[config.mk]
export PLATFORM = sky130hd
export DESIGN_NAME = fifo_offset_loader
export DESIGN_NICKNAME = d
export VERILOG_FILES = /design/src/rtl/ofl_pkg.sv /design/src/rtl/ofl_wr_ctrl.sv /design/src/rtl/ofl_rd_ctrl.sv /design/src/rtl/fifo_offset_loader.sv
export SDC_FILE = /design/constraint.sdc
export NUM_CORES = 1
export LEC_CHECK = 0
export ABC_AREA = 0
export BUFFER_PORTS_ARGS = -buffer_cell sky130_fd_sc_hd__buf_2
export CAP_MARGIN = 40
export CORE_MARGIN = 8
export CORE_UTILIZATION = 30
export DETAILED_ROUTE_END_ITERATION = 10
export MAX_ROUTING_LAYER = met4
export PLACE_DENSITY = 0.53
export SLEW_MARGIN = 20
export SYNTH_ARGS = -nofsm -noshare
export SYNTH_HDL_FRONTEND = slang
export SYNTH_SLANG_ARGS = --single-unit
[constraint.sdc]
create_clock -name clk -period 3.3 [get_ports clk]
set_input_delay 0.165 -clock clk [delete_from_list [all_inputs] [get_ports clk]]
set_output_delay 0.165 -clock clk [all_outputs]
set_load 0.05 [all_outputs]
[src/rtl/ofl_pkg.sv]
package ofl_pkg;

    // register index shared by write and read pointers: bit 1 selects the
    // threshold (0 empty, 1 full), bit 0 selects the high part in narrow mode
    typedef enum logic [1:0] {
        IDX_E_LO = 2'd0,
        IDX_E_HI = 2'd1,
        IDX_F_LO = 2'd2,
        IDX_F_HI = 2'd3
    } ofs_idx_e;

    function automatic ofs_idx_e next_idx(ofs_idx_e cur, logic narrow);
        ofs_idx_e nxt;
        if (narrow) begin
            nxt = ofs_idx_e'(cur + 2'd1);
        end else begin
            nxt = cur[1] ? IDX_E_LO : IDX_F_LO;
        end
        return nxt;
    endfunction

endpackage

[src/rtl/ofl_wr_ctrl.sv]
module ofl_wr_ctrl
    import ofl_pkg::*;
#(
    parameter int OFS_W = 14,
    parameter int CNT_W = $clog2(2 * OFS_W)
) (
    input  logic             clk,
    input  logic             mrst_n,
    input  logic             active,
    input  logic             serial_mode,
    input  logic             narrow,
    input  logic             load_n,
    input  logic             wen_n,
    input  logic             sen_n,
    output logic             par_we,
    output ofs_idx_e         par_idx,
    output logic             ser_we,
    output logic [CNT_W-1:0] ser_pos,
    output logic             ser_busy
);

    localparam logic [CNT_W-1:0] LAST_NARROW = CNT_W'(2 * OFS_W - 1);
    localparam logic [CNT_W-1:0] LAST_WIDE   = CNT_W'(2 * (OFS_W - 1) - 1);

    typedef struct packed {
        ofs_idx_e         idx;
        logic [CNT_W-1:0] pos;
    } wr_state_t;

    wr_state_t state_d, state_q;
    logic [CNT_W-1:0] last_pos;

    always_comb begin
        par_we   = active && !serial_mode && !load_n && !wen_n;
        ser_we   = active &&  serial_mode && !load_n && !sen_n;
        last_pos = narrow ? LAST_NARROW : LAST_WIDE;
        state_d  = state_q;
        if (par_we) begin
            state_d.idx = next_idx(state_q.idx, narrow);
        end
        if (ser_we) begin
            state_d.pos = (state_q.pos == last_pos) ? '0 : state_q.pos + CNT_W'(1);
        end
    end

    always_ff @(posedge clk) begin
        if (!mrst_n) begin
            state_q <= '{idx: IDX_E_LO, pos: '0};
        end else begin
            state_q <= state_d;
        end
    end

    assign par_idx  = state_q.idx;
    assign ser_pos  = state_q.pos;
    assign ser_busy = (state_q.pos != '0);

endmodule

[src/rtl/ofl_rd_ctrl.sv]
module ofl_rd_ctrl
    import ofl_pkg::*;
#(
    parameter int OFS_W = 14,
    parameter int LSB_W = 8,
    parameter int BUS_W = 18
) (
    input  logic             clk,
    input  logic             mrst_n,
    input  logic             rd_req,
    input  logic             narrow,
    input  logic [OFS_W-1:0] empty_ofs,
    input  logic [OFS_W-1:0] full_ofs,
    output logic [BUS_W-1:0] rdata
);

    localparam int WIDE_W = OFS_W - 1;

    typedef struct packed {
        ofs_idx_e         idx;
        logic [BUS_W-1:0] data;
    } rd_state_t;

    rd_state_t state_d, state_q;
    logic [OFS_W-1:0] sel_ofs;
    logic [BUS_W-1:0] sel_word;

    always_comb begin
        sel_ofs = state_q.idx[1] ? full_ofs : empty_ofs;
        if (narrow) begin
            sel_word = state_q.idx[0] ? BUS_W'(sel_ofs[OFS_W-1:LSB_W])
                                      : BUS_W'(sel_ofs[LSB_W-1:0]);
        end else begin
            sel_word = BUS_W'(sel_ofs[WIDE_W-1:0]);
        end
        state_d = state_q;
        if (rd_req) begin
            state_d.data = sel_word;
            state_d.idx  = next_idx(state_q.idx, narrow);
        end
    end

    always_ff @(posedge clk) begin
        if (!mrst_n) begin
            state_q <= '{idx: IDX_E_LO, data: '0};
        end else begin
            state_q <= state_d;
        end
    end

    assign rdata = state_q.data;

endmodule

[src/rtl/fifo_offset_loader.sv]
module fifo_offset_loader
    import ofl_pkg::*;
#(
    parameter int OFS_W   = 14,
    parameter int LSB_W   = 8,
    parameter int BUS_W   = 18,
    parameter int DEF_PAR = 127,
    parameter int DEF_SER = 1023
) (
    input  logic             clk,
    input  logic             mrst_n,
    input  logic             prst_n,
    input  logic             narrow_i,
    input  logic             load_n_i,
    input  logic             wen_n_i,
    input  logic             sen_n_i,
    input  logic             si_i,
    input  logic             rd_stb_i,
    input  logic [BUS_W-1:0] din_i,
    output logic             fifo_wr_o,
    output logic [OFS_W-1:0] empty_ofs_o,
    output logic [OFS_W-1:0] full_ofs_o,
    output logic             flag_valid_o,
    output logic [BUS_W-1:0] rdata_o
);

    localparam int MSB_W = OFS_W - LSB_W;
    localparam int WIDE_W = OFS_W - 1;
    localparam int CNT_W = $clog2(2 * OFS_W);
    localparam int IX_W = $clog2(OFS_W);

    typedef struct packed {
        logic             serial;
        logic [OFS_W-1:0] empty;
        logic [OFS_W-1:0] full;
    } ofs_state_t;

    ofs_state_t state_d, state_q;

    logic             par_we, ser_we, ser_busy, rd_req, serial_mode;
    ofs_idx_e         par_idx;
    logic [CNT_W-1:0] ser_pos, field_w, full_pos;
    logic             unused_din;

    assign serial_mode = state_q.serial;
    assign unused_din  = ^din_i[BUS_W-1:WIDE_W];

    ofl_wr_ctrl #(.OFS_W(OFS_W), .CNT_W(CNT_W)) u_wr (
        .clk         (clk),
        .mrst_n      (mrst_n),
        .active      (prst_n),
        .serial_mode (serial_mode),
        .narrow      (narrow_i),
        .load_n      (load_n_i),
        .wen_n       (wen_n_i),
        .sen_n       (sen_n_i),
        .par_we      (par_we),
        .par_idx     (par_idx),
        .ser_we      (ser_we),
        .ser_pos     (ser_pos),
        .ser_busy    (ser_busy)
    );

    // writes take priority over reads in the same cycle
    assign rd_req = prst_n && rd_stb_i && !load_n_i && !par_we && !ser_we;

    ofl_rd_ctrl #(.OFS_W(OFS_W), .LSB_W(LSB_W), .BUS_W(BUS_W)) u_rd (
        .clk       (clk),
        .mrst_n    (mrst_n),
        .rd_req    (rd_req),
        .narrow    (narrow_i),
        .empty_ofs (state_q.empty),
        .full_ofs  (state_q.full),
        .rdata     (rdata_o)
    );

    always_comb begin
        state_d  = state_q;
        field_w  = narrow_i ? CNT_W'(OFS_W) : CNT_W'(WIDE_W);
        full_pos = ser_pos - field_w;
        if (par_we) begin
            unique case (par_idx)
                IDX_E_LO: begin
                    if (narrow_i) state_d.empty[LSB_W-1:0] = din_i[LSB_W-1:0];
                    else          state_d.empty = {1'b0, din_i[WIDE_W-1:0]};
                end
                IDX_E_HI: state_d.empty[OFS_W-1:LSB_W] = din_i[MSB_W-1:0];
                IDX_F_LO: begin
                    if (narrow_i) state_d.full[LSB_W-1:0] = din_i[LSB_W-1:0];
                    else          state_d.full = {1'b0, din_i[WIDE_W-1:0]};
                end
                IDX_F_HI: state_d.full[OFS_W-1:LSB_W] = din_i[MSB_W-1:0];
                default: ;
            endcase
        end
        if (ser_we) begin
            if (ser_pos < field_w) state_d.empty[ser_pos[IX_W-1:0]] = si_i;
            else                   state_d.full[full_pos[IX_W-1:0]] = si_i;
        end
    end

    always_ff @(posedge clk) begin
        if (!mrst_n) begin
            state_q.serial <= load_n_i;
            state_q.empty  <= load_n_i ? OFS_W'(DEF_SER) : OFS_W'(DEF_PAR);
            state_q.full   <= load_n_i ? OFS_W'(DEF_SER) : OFS_W'(DEF_PAR);
        end else begin
            state_q <= state_d;
        end
    end

    assign empty_ofs_o  = state_q.empty;
    assign full_ofs_o   = state_q.full;
    assign flag_valid_o = !state_q.serial || !ser_busy;
    assign fifo_wr_o    = mrst_n && prst_n && load_n_i && !wen_n_i;

endmodule

==> metrics.yaml <==
die:
  num_io_pins: 75
  dieArea_um2: 14300
  die-width_um: 120
  rows: 38
  core_area_um2: 10700
  start_util_pct: 30.2
  fp.dieH_um: 120
power:
  leakage_nw: 1.55
  power_mw: 1.33
  ir_worst_vdd_uv: 226
  p_per_area_nw_per_um2: 363
sta:
  fin_setup_tns_ns: 0
  slew_viol_final: 0
  slew_headroom_pct: 52.1
  rsz0062_at_grt: "no"
  finalSetupViolCount: 0
  skew_ns: 0.00786
  max_freq_ghz: 0.383
  worst_slew_pin_slew_ns: 0.718
  hold_viol_final: 0
  final.min_clock_period_ns: 2.61
  period_share_pct: 79.1
route:
  routedWlPerCell_um: 18.9
  drt_iter0_markers: 266
  route.met3.wl_um: 888
  ant_nets: 0
  wl_met2_mm: 4.82
  route.detailed.drc: 0
  first_pass_iters: 5
  top_layer: "met4"
  m1WireLength_mm: 4.64
  wl_mm: 10.5
  dr_total_vias: 2982
  vias_per_cell: 5.36
synth:
  synth-main-ff-cell: "dfxtp_1"
  syn_avg_cell_area_um2: 8.53
  ys_seq_area_share_pct: 32.1
  ys_warn_count: 0
  ys_types: 62
  netlist_area_um2: 3220
  synthCells: 377
  async_flop_share_pct: 0
  ys_top_cells_by_area: "dfxtp_1 (31%), mux2i_1 (9.3%), buf_4 (4.2%)"
  synth_top_cell_by_area: "dfxtp_1"
  synth.ff_latch_count: 51
  synth_top_area_share_pct: 31.1
  synth_edf_count: 1
clock_tree:
  hold_buffers: 0
  clkTransAtPathRegs_ns: 0.10
  cts_buffers: 5
  cts_root_buffer: "clkbuf_8"
  clockBufferDepth: 2
  cts_resized: 0
  clock_latency_ns: 0.31
  post-cts-setup-buffers: 0
  clock-sinks: 51
  cts-htree-levels: 2
  cts_tree: "yes"
placement:
  hpwl_mm: 7.93
  port_buffers: 64
  placed_area_um2: 3540
  gp_congestion: 0.902
final_layout:
  final_area_um2: 3650
  diodes: 0
  n_fill_cell: 1144
  fin_nets: 454
  layout-drive-gt1-share_pct: 21.9
  area_growth_pct: 13.7
setup_path:
  critPathLaunchType: "flop"
  regToRegSetupSlack_ns: 0.69
  cp_data_required_time_ns: 3.51
  endpoint_kind: "flop"
  crit_type: "reg -> reg"
  path_max_fanout: 6
  arrival_ns: 2.82
global_routing:
  track_usage_pct: 15.0
  grt_pass1_wl_mm: 16.7
  grt_max_degree: 35
  grt_pass1_vias: 2961
  antenna_found_initial: 0
  gr-total-overflow: 0
hold_path:
  min_path_type: "in -> reg"
outcome:
  outcome: "completed"
run:
  drv_cap: 0
sequential cells by signal, indices dropped and copies added (netlist names):
register      flops
serial_mode       1
empty_ofs_o      14
u_wr.ser_pos      5
full_ofs_o       14
u_rd.rdata       13
u_rd.state_q      2
u_wr.par_idx      2
stage by stage:
step           utilization [%]  instances  setup WS, ns  hold slack [ns]
3_5_place_dp              33.2        548         0.461            0.460
2_1_floorplan                -        381         0.803            0.264
6_report                  34.3        556         0.689            0.148
3_3_place_gp              33.2        548         0.521            0.456
4_1_cts                   34.2        555         0.675            0.132
5_1_grt                   34.3        556         0.539            0.148
synth_stat cells, types with 7 or more instances:
library cell and n:
dfxtp_1 50, nor2_1 31, mux2i_1 30, a21oi_1 25, nand2_1 23, o21ai_0 20
buf_4 18, clkbuf_1 18, a211oi_1 13, nor3_1 12, ha_1 10, inv_1 10
and3_1 9, mux2_2 9, a311o_1 7
layer usage:
metal | GRT usage, % | up-vias
met2 | 23.9 | 112
met1 | 18.9 | 1411
met3 | 3.24 | 11
li1 | - | 1448
met4 | 3.75 | 0
met5 | - | -
critical path, cell delays in order (launching register included):
cell and delay [ns]:
dfxtp_1 0.43, inv_1 0.13, ha_1 0.23, inv_1 0.07
fa_1 0.47, or4_1 0.63, or3_1 0.34, a31o_1 0.22
layout by cell type (no fill, tap or decap), types with 5 or more instances in the layout:
cell type	netlist	routed
mux2i_1	30	30
clkbuf_8	0	5
buf_2	5	64
ha_1	10	10
a211oi_1	13	13
a22oi_1	6	6
conb_1	1	5
a311o_1	7	7
inv_1	10	10
nand2b_1	5	5
buf_4	18	5
nor2b_1	5	5
nor2_1	31	31
nand2_1	23	23
and3_1	9	9
nand3_1	6	6
o21ai_0	20	20
or3_1	6	6
nor3_1	12	12
a21oi_1	25	25
dfxtp_1	50	50
mux2_2	9	9
report_power, final:
group          internal [mW]  total, mW  switching (mW)  leakage [nW]
clock                  0.223      0.445           0.222        0.0545
combinational         0.0695      0.232           0.163          1.08
sequential             0.635      0.651          0.0160         0.416
total                  0.927       1.33           0.401          1.55
worst paths after layout:
check                  start              to  cells past startpoint
max reg2reg  u_wr.ser_pos[0]   full_ofs_o[9]                      7
min reg2reg   u_rd.rdata[11]  u_rd.rdata[11]                      2
max          u_wr.ser_pos[0]   full_ofs_o[9]                      7
min                 load_n_i     serial_mode                      1
final cells by class:
type,instances,area (µm²),area share (%)
Clock buffer,5,68.8,1.88
Sequential cell,51,1030,28.2
Timing Repair Buffer,70,369,10.1
Tap cell,140,175,4.79
Multi-Input combinational cell,278,1940,53.0
Inverter,10,37.5,1.03
Clock inverter,2,36.3,0.993
logic make-up (layout without fill, tap and decap cells):
group | after synthesis | after routing | share of synthesized area [%]
flops | 51 | 51 | 32.1
fa+ha+maj | 11 | 11 | 4.51
buf+inv | 52 | 87 | 8.37
xor+xnor | 3 | 3 | 0.817
other cells | 1 | 5 | 0.117
mux | 40 | 40 | 13.2
simple gates | 120 | 120 | 20.0
compound gates | 99 | 99 | 21.0
Power figures use the tool's default switching activity.
